### config.mk
export PLATFORM = sky130hd
export DESIGN_NAME = shared_alu
export DESIGN_NICKNAME = d
export VERILOG_FILES = /design/src/rtl/alu_pkg.sv /design/src/rtl/alu_addsub.sv /design/src/rtl/alu_bitwise.sv /design/src/rtl/alu_shift1.sv /design/src/rtl/shared_alu.sv
export SDC_FILE = /design/constraint.sdc
export NUM_CORES = 1
export LEC_CHECK = 0
export BUFFER_PORTS_ARGS = -buffer_cell sky130_fd_sc_hd__buf_2
export CAP_MARGIN = 40
export CELL_PAD_IN_SITES_DETAIL_PLACEMENT = 1
export CELL_PAD_IN_SITES_GLOBAL_PLACEMENT = 1
export CORE_MARGIN = 2
export CORE_UTILIZATION = 44
export CTS_BUF_LIST = sky130_fd_sc_hd__clkbuf_8
export DETAILED_ROUTE_END_ITERATION = 8
export PLACE_DENSITY = 0.92
export SLEW_MARGIN = 20
export SYNTH_ARGS = -nofsm -noshare
export SYNTH_HDL_FRONTEND = slang
export SYNTH_HIERARCHICAL = 1
export SYNTH_SLANG_ARGS = --single-unit
### constraint.sdc
create_clock -name clk -period 19.23 [get_ports clk]
set_input_delay 3.846 -clock clk [delete_from_list [all_inputs] [get_ports clk]]
set_output_delay 3.846 -clock clk [all_outputs]
set_load 0.03 [all_outputs]
### src/rtl/alu_pkg.sv
package alu_pkg;

  localparam int unsigned OP_W = 3;

  typedef enum logic [OP_W-1:0] {
    ALU_ADD  = 3'd0,
    ALU_SUB  = 3'd1,
    ALU_AND  = 3'd2,
    ALU_OR   = 3'd3,
    ALU_XOR  = 3'd4,
    ALU_SHL  = 3'd5,
    ALU_SHR  = 3'd6,
    ALU_NONE = 3'd7
  } alu_op_e;

  typedef enum logic [1:0] {
    BW_AND = 2'd0,
    BW_OR  = 2'd1,
    BW_XOR = 2'd2
  } bw_sel_e;

endpackage

### src/rtl/alu_addsub.sv
module alu_addsub #(
  parameter int unsigned W = 32
) (
  input  logic [W-1:0] x,
  input  logic [W-1:0] y,
  input  logic         sub,
  output logic [W-1:0] sum
);

  // Conditionally inverted second operand and internal carries.
  logic [W-1:0] y_inv;
  logic [W-1:0] carry;

  // The subtract control is the carry into bit 0, which supplies the +1.
  assign carry[0] = sub;

  for (genvar i = 0; i < W; i++) begin : g_bit
    assign y_inv[i] = y[i] ^ sub;
    assign sum[i]   = x[i] ^ y_inv[i] ^ carry[i];
    if (i < W - 1) begin : g_carry
      assign carry[i+1] = (x[i] & y_inv[i]) | (carry[i] & (x[i] ^ y_inv[i]));
    end
  end

endmodule

### src/rtl/alu_bitwise.sv
module alu_bitwise #(
  parameter int unsigned W = 32
) (
  input  logic [W-1:0]     x,
  input  logic [W-1:0]     y,
  input  alu_pkg::bw_sel_e sel,
  output logic [W-1:0]     q
);

  for (genvar i = 0; i < W; i++) begin : g_bit
    always_comb begin
      unique case (sel)
        alu_pkg::BW_AND: q[i] = x[i] & y[i];
        alu_pkg::BW_OR:  q[i] = x[i] | y[i];
        alu_pkg::BW_XOR: q[i] = x[i] ^ y[i];
        default:         q[i] = 1'b0;
      endcase
    end
  end

endmodule

### src/rtl/alu_shift1.sv
module alu_shift1 #(
  parameter int unsigned W = 32
) (
  input  logic [W-1:0] x,
  output logic [W-1:0] left,
  output logic [W-1:0] right
);

  // Each output bit takes the neighbour bit; the vacated edge bit is zero.
  for (genvar i = 0; i < W; i++) begin : g_bit
    if (i == 0) begin : g_lo
      assign left[i] = 1'b0;
    end else begin : g_lo_n
      assign left[i] = x[i-1];
    end
    if (i == W - 1) begin : g_hi
      assign right[i] = 1'b0;
    end else begin : g_hi_n
      assign right[i] = x[i+1];
    end
  end

endmodule

### src/rtl/shared_alu.sv
module shared_alu #(
  parameter int unsigned W = 32
) (
  input  logic         clk,
  input  logic         rst,
  input  logic [W-1:0] a,
  input  logic [W-1:0] b,
  input  logic [2:0]   op,
  output logic [W-1:0] result,
  output logic         zero
);
  import alu_pkg::*;

  alu_op_e  op_e;
  logic     do_sub;
  bw_sel_e  bw_sel;
  logic [W-1:0] arith_q;
  logic [W-1:0] bw_q;
  logic [W-1:0] shl_q;
  logic [W-1:0] shr_q;
  logic [W-1:0] next_q;

  assign op_e   = alu_op_e'(op);
  assign do_sub = (op_e == ALU_SUB);

  always_comb begin
    unique case (op_e)
      ALU_OR:  bw_sel = BW_OR;
      ALU_XOR: bw_sel = BW_XOR;
      default: bw_sel = BW_AND;
    endcase
  end

  alu_addsub #(.W(W)) u_addsub (
    .x   (a),
    .y   (b),
    .sub (do_sub),
    .sum (arith_q)
  );

  alu_bitwise #(.W(W)) u_bitwise (
    .x   (a),
    .y   (b),
    .sel (bw_sel),
    .q   (bw_q)
  );

  alu_shift1 #(.W(W)) u_shift (
    .x     (a),
    .left  (shl_q),
    .right (shr_q)
  );

  always_comb begin
    unique case (op_e)
      ALU_ADD, ALU_SUB:         next_q = arith_q;
      ALU_AND, ALU_OR, ALU_XOR: next_q = bw_q;
      ALU_SHL:                  next_q = shl_q;
      ALU_SHR:                  next_q = shr_q;
      default:                  next_q = '0;
    endcase
  end

  always_ff @(posedge clk) begin
    if (rst) begin
      result <= '0;
      zero   <= 1'b1;
    end else begin
      result <= next_q;
      zero   <= (next_q == '0);
    end
  end

  // High once the output register holds a value computed from sampled inputs.
  logic primed;
  always_ff @(posedge clk) begin
    if (rst) primed <= 1'b0;
    else     primed <= 1'b1;
  end

  a_r1_reset_state: assert property (@(posedge clk)
    $past(rst) |-> (result == '0 && zero));

  a_r2_add: assert property (@(posedge clk) disable iff (rst)
    (primed && $past(op) == 3'd0) |-> result == $past(a) + $past(b));

  a_r3_sub: assert property (@(posedge clk) disable iff (rst)
    (primed && $past(op) == 3'd1) |-> result == $past(a) - $past(b));

  a_r5_shl_fill: assert property (@(posedge clk) disable iff (rst)
    (primed && $past(op) == 3'd5) |-> (result[0] == 1'b0 && result[W-1:1] == $past(a[W-2:0])));

  a_r6_shr_fill: assert property (@(posedge clk) disable iff (rst)
    (primed && $past(op) == 3'd6) |-> (result[W-1] == 1'b0 && result[W-2:0] == $past(a[W-1:1])));

  a_r7_none: assert property (@(posedge clk) disable iff (rst)
    (primed && $past(op) == 3'd7) |-> (result == '0 && zero));

  a_r8_zero_flag: assert property (@(posedge clk) disable iff (rst)
    primed |-> (zero == (result == '0)));

endmodule

# After elaboration in Yosys (flattened, before gate mapping)
# Index checks and enable logic that the tools add are counted.
# Widths: inputs -> output; s select.
# totals
ff_bits,33
in_bits,69
output_inout_bits,33
wordCells,334
# op_classes
eq_ne,8
n_mux,34
bitwise,285
reduce_logical,5
# op_table
operator,count
$pmux 32 s4,1
$xor 1x1->1,128
$pmux 1 s3,32
$and 1x1->1,94
$or 1x1->1,63
$logic_not 32->1,1
$eq 3x3->1 const B,3
$eq 3x2->1 const B,2
$pmux 2 s2,1
$eq 3x1->1 const B,1
$logic_not 3->1,1
$reduce_or 3->1,1
$eq 2x1->1 const B,1
$eq 2x2->1 const B,1
$logic_not 2->1,1
$reduce_or 2->1,1

# Depth between registers and ports, before layout
# logic_depth
depth_word,68
depth_mapped,46

# Cells and area by module
# Netlist, hierarchy kept.
# modules_own_cells
module,instances,cells_per_inst,area_each_um2
shared_alu,1,273,2220.9
alu_bitwise,1,204,1691.6
alu_addsub,1,129,1197.4
alu_shift1,1,65,484.2

# Least setup slack after synthesis
# Ideal clock, no wire load.
# synth_timing
path_type,input port to flip-flop
from,in op[2]
to,reg zero
setup_ns,0.096
t_arrival_ns,17.401
setup_slack_ns,1.733
path_stages,46
n_path_buf,4
cell_sequence,buf_2 -> buf_2 -> nor2_1 -> and2_1 -> buf_6 -> buf_8 -> xnor2_1 -> fa_1 -> fa_1 -> fa_1 -> fa_1 -> fa_1 -> fa_1 -> fa_1 -> fa_1 -> fa_1 -> fa_1 -> fa_1 -> (+10 left out) -> fa_1 -> fa_1 -> fa_1 -> fa_1 -> fa_1 -> fa_1 -> fa_1 -> fa_1 -> fa_1 -> fa_1 -> fa_1 -> xnor2_1 -> xnor2_1 -> nor4_1 -> a21oi_1 -> a211oi_1 -> nand4_1 -> o41ai_2
# synth_via
elab_chain_len,68
elab_cells_between_ends,236
# synth_rtl
item,line,source
from (decl),shared_alu.sv:8,"input logic [2:0] op,"
$eq 3x1->1 *,shared_alu.sv:24,assign do_sub = (op_e == ALU_SUB);
via do_sub,shared_alu.sv:15,logic do_sub;
$xor 1x1->1,alu_addsub.sv:18,assign y_inv[i] = y[i] ^ sub;
$xor 1x1->1,alu_addsub.sv:21,assign carry[i+1] = (x[i] & y_inv[i]) | (carry[i] & (x[i] ^ y_inv[i]));
$and 1x1->1,alu_addsub.sv:21,
$or 1x1->1,alu_addsub.sv:21,
$and 1x1->1,alu_addsub.sv:21,
$or 1x1->1,alu_addsub.sv:21,
(+54 left out),n/a,
$and 1x1->1,alu_addsub.sv:21,
$or 1x1->1,alu_addsub.sv:21,
$and 1x1->1,alu_addsub.sv:21,
$or 1x1->1,alu_addsub.sv:21,
$xor 1x1->1 *,alu_addsub.sv:19,assign sum[i] = x[i] ^ y_inv[i] ^ carry[i];
via arith_q[31],shared_alu.sv:17,logic [W-1:0] arith_q;
$pmux 32 s4 *,shared_alu.sv:55,unique case (op_e)
$logic_not 32->1 *,shared_alu.sv:70,zero <= (next_q == '0);
to (signal assigned),shared_alu.sv:70,
to (decl),shared_alu.sv:10,output logic zero
# The timed path passes the listed nets; every way through them passes the cells marked *.
# A chain may end at the register's enable or synchronous reset.

# Final worst setup path
# layout_timing
from,in op[1]
to,reg zero
# The elaborated chain is that of the path after synthesis.

==> impl_metrics.csv <==
group,metric,value,unit
outcome,outcome,"finished, final reports clean",
pwr,power.leakage,0.00292,uW
placed_design,dp_cells,847,
global_routing,grt_max_degree,51,
placed_design,gp_congestion,0.889,
layout,fin_cells,855,
sta,worst_pin_slew,0.877,ns
pwr,p_seq_frac,0.265,
logic_synthesis,yosysUniqueCellTypes,51,
placed_design,dpl.hpwl,13.0,mm
hold_path,hold_depth,3,
logic_synthesis,synth_edf_count,0,
worst_setup_path,setup.worst_path.class,"in2reg",
worst_setup_path,arrival,18.20,ns
global_routing,grt_pass1_vias,5035,
route,first_pass_iters,6,
clocking,cts_setup_buffers,0,
placed_design,placed_area,0.00560,sq mm
route,vias,4848,
route,antenna_left,0,
worst_setup_path,crit_path_max_incr_delay,0.43,ns
route,drc,0,
clocking,cts_resized,0,
worst_setup_path,cp-end-kind,"flop",
worst_setup_path,cp-start-kind,"input port",
floorplanning,die_h,117,um
pwr,power_switching,130,uW
layout,syn2layout_area_growth,1.57,%
logic_synthesis,synth-seq-cells,33,
logic_synthesis,syn_avg_cell_area,8.34,sq um
pwr,power_density,50.8,mW/mm^2
clocking,cts_made_buffers,5,
floorplanning,rows,41,
sta,maxSlewHeadroom,0.415,
sta,setup_viol,0,
floorplanning,core-area,0.0125,sq mm
logic_synthesis,synth_ff_type,"dfxtp_1",
clocking,cts_tree,"built",
layout,nets,845,
logic_synthesis,yosysWarnings,6,
sta,rsz0062_at_grt,"false",
layout,mostFrequentLayoutCell,"inv_1",
pwr,swShare,0.449,
route,viasPerCell,5.67,
worst_setup_path,cp_max_fo,5,
route,dr.first_iter.drc_count,367,
sta,hold_viol,0,
clocking,cts_max_level,2,
hold_path,min_from,"a[21]",
sta,finalCritPeriodShare,0.936,
hold_path,min_path_type,"in2reg",
pwr,power.internal,159,uW
global_routing,grt_overflow,0,
floorplanning,die-width,117,um
pwr,pwr-share-clk,0.188,
route,wl_per_cell,19.6,um
layout,antenna_cells,0,
pwr,pwr-share-comb,0.547,
worst_setup_path,crit_path_frequent_cell,"fa_1",
sta,max_freq,55.6,MHz
logic_synthesis,netlist_area,0.00559,sq mm
layout,layout_common_cells,"128 x inv_1, 101 x buf_2, 64 x ha_1, 46 x mux2i_1, 33 x dfxtp_1",
clocking,clkSlewWorstSetupHoldPaths,0.08,ns
floorplanning,num_io_pins,102,
global_routing,grt_pass1_wl,26.5,mm
global_routing,grt_usage,0.252,
pwr,vdd_drop_max,0.0281,mV
clocking,ctsHoldBuffers,0,
floorplanning,dieArea,0.0136,sq mm
layout,fillCellCount,1573,
placed_design,placement.io_buffers,101,
logic_synthesis,synthCells,671,
logic_synthesis,async_flop_share,0,
global_routing,antenna_found_initial,0,
clocking,clock_sinks,33,
clocking,clockRootBuffer,"clkbuf_8",
sta,maxSlewViolCount,0,
layout,drive_gt1_frac,0.184,
layout,stdcell_area,0.00568,sq mm
clocking,ctsLongestPathBuffers,2,
logic_synthesis,synth_seq_area_share,0.118,
sta,setup_tns,0,ns
floorplanning,start_util,0.447,
worst_setup_path,worst-endpoint-required,19.44,ns
flow_run,maxCapViolCount,0,
route,wirelength,16.7,mm
sta,finalCriticalPeriod,17.99,ns
hold_path,hold_end,"result[20]",
worst_setup_path,worst_path_max_delay_cell,"fa_1",
-- state kept, by name, summed over array words and instances, names as in the netlist --
| register | flops |
|---|---|
| zero | 1 |
| result | 32 |
-- power by group through the flow --
stage	sequential [uW]	combinational [uW]	clock [uW]
global route	77.1	173	58.0
detailed placement	78.1	154	0
finish	76.5	158	54.2
floorplan	91.3	102	0
global placement	77.9	145	0
CTS	76.5	155	55.5
-- cells in the mapped netlist, types with 2 or more instances --
library cell	number	area, sq um
xor2_1	2	17.5
inv_1	127	477
ha_1	64	801
dfxtp_1	33	661
mux2_2	3	33.8
nand4_1	4	25.0
and2_1	4	25.0
a211o_1	4	35.0
buf_6	7	78.8
o22ai_1	31	194
a22o_1	10	87.6
and4b_1	11	110
xnor2_1	31	272
nand2_1	15	56.3
nand2b_1	9	56.3
a21oi_1	29	145
a211oi_1	7	52.6
mux2i_1	46	460
nor2b_1	3	18.8
buf_4	67	503
nand3_1	9	45.0
a221oi_1	6	52.6
a31oi_1	2	12.5
nor2_1	33	124
clkbuf_1	12	45.0
nor3b_1	9	67.6
a22oi_1	5	37.5
o2bb2ai_1	12	105
nor4b_1	2	17.5
fa_1	30	601
buf_2	12	60.1
nor4_1	8	50.1
buf_8	6	90.1
-- kinds of logic after synthesis --
| group | share of synthesized area |
|---|---|
| buf+inv | 0.225 |
| compound gates | 0.147 |
| simple gates | 0.116 |
| fa+ha+maj | 0.251 |
| mux | 0.0883 |
| xor+xnor | 0.0546 |
| flops | 0.118 |
| other cells | 0.000670 |
-- worst max path at each step --
stage                      from    to  slack [ns]  cells past startpoint
after floorplan           op[2]  zero        1.73                     46
after global placement    op[1]  zero        1.54                     43
after detailed placement  op[1]  zero        1.17                     43
after CTS                 op[1]  zero        1.43                     43
after global routing      op[1]  zero        0.93                     43
final                     op[1]  zero        1.24                     43
-- layer usage --
layer  vias up  share of wire  GRT usage  wire [um]
li1       2177              -          -          -
met1      2377           0.40      0.315       6680
met2       241           0.49      0.420       8250
met3        53          0.069     0.0477       1150
met4         0          0.038      0.117        637
met5         -              0          0          0
-- layout make-up --
type                    count  area [sq um]  share of cell area
clock buffers               5          68.8              0.0121
multi-input cells         407          3690               0.649
inverters                 127           477              0.0839
clock inverters             3          13.8             0.00242
well taps                 172           215              0.0379
flip-flops and latches     33           661               0.116
repair buffers            108           558              0.0982
-- critical path, delay by kind of cell --
kind / cells / cell delay (ns)
AO/OA/AOI/OAI: 3 / 0.74
XOR/XNOR: 3 / 0.44
adder cells (fa/ha/maj): 30 / 11.83
buffers and inverters: 3 / 0.27
AND/OR/NAND/NOR: 4 / 1.07
-- per-stage QoR --
stage | util | hold slack [ns] | total power [uW] | worst slack [ns]
2_1_floorplan | - | 4.11 | 193 | 1.73
5_1_grt | 0.454 | 3.99 | 308 | 0.935
3_5_place_dp | 0.447 | 4.26 | 233 | 1.17
4_1_cts | 0.454 | 3.94 | 287 | 1.43
3_3_place_gp | 0.447 | 4.26 | 223 | 1.54
6_report | 0.454 | 3.96 | 289 | 1.24
Power figures use the tool's default switching activity.
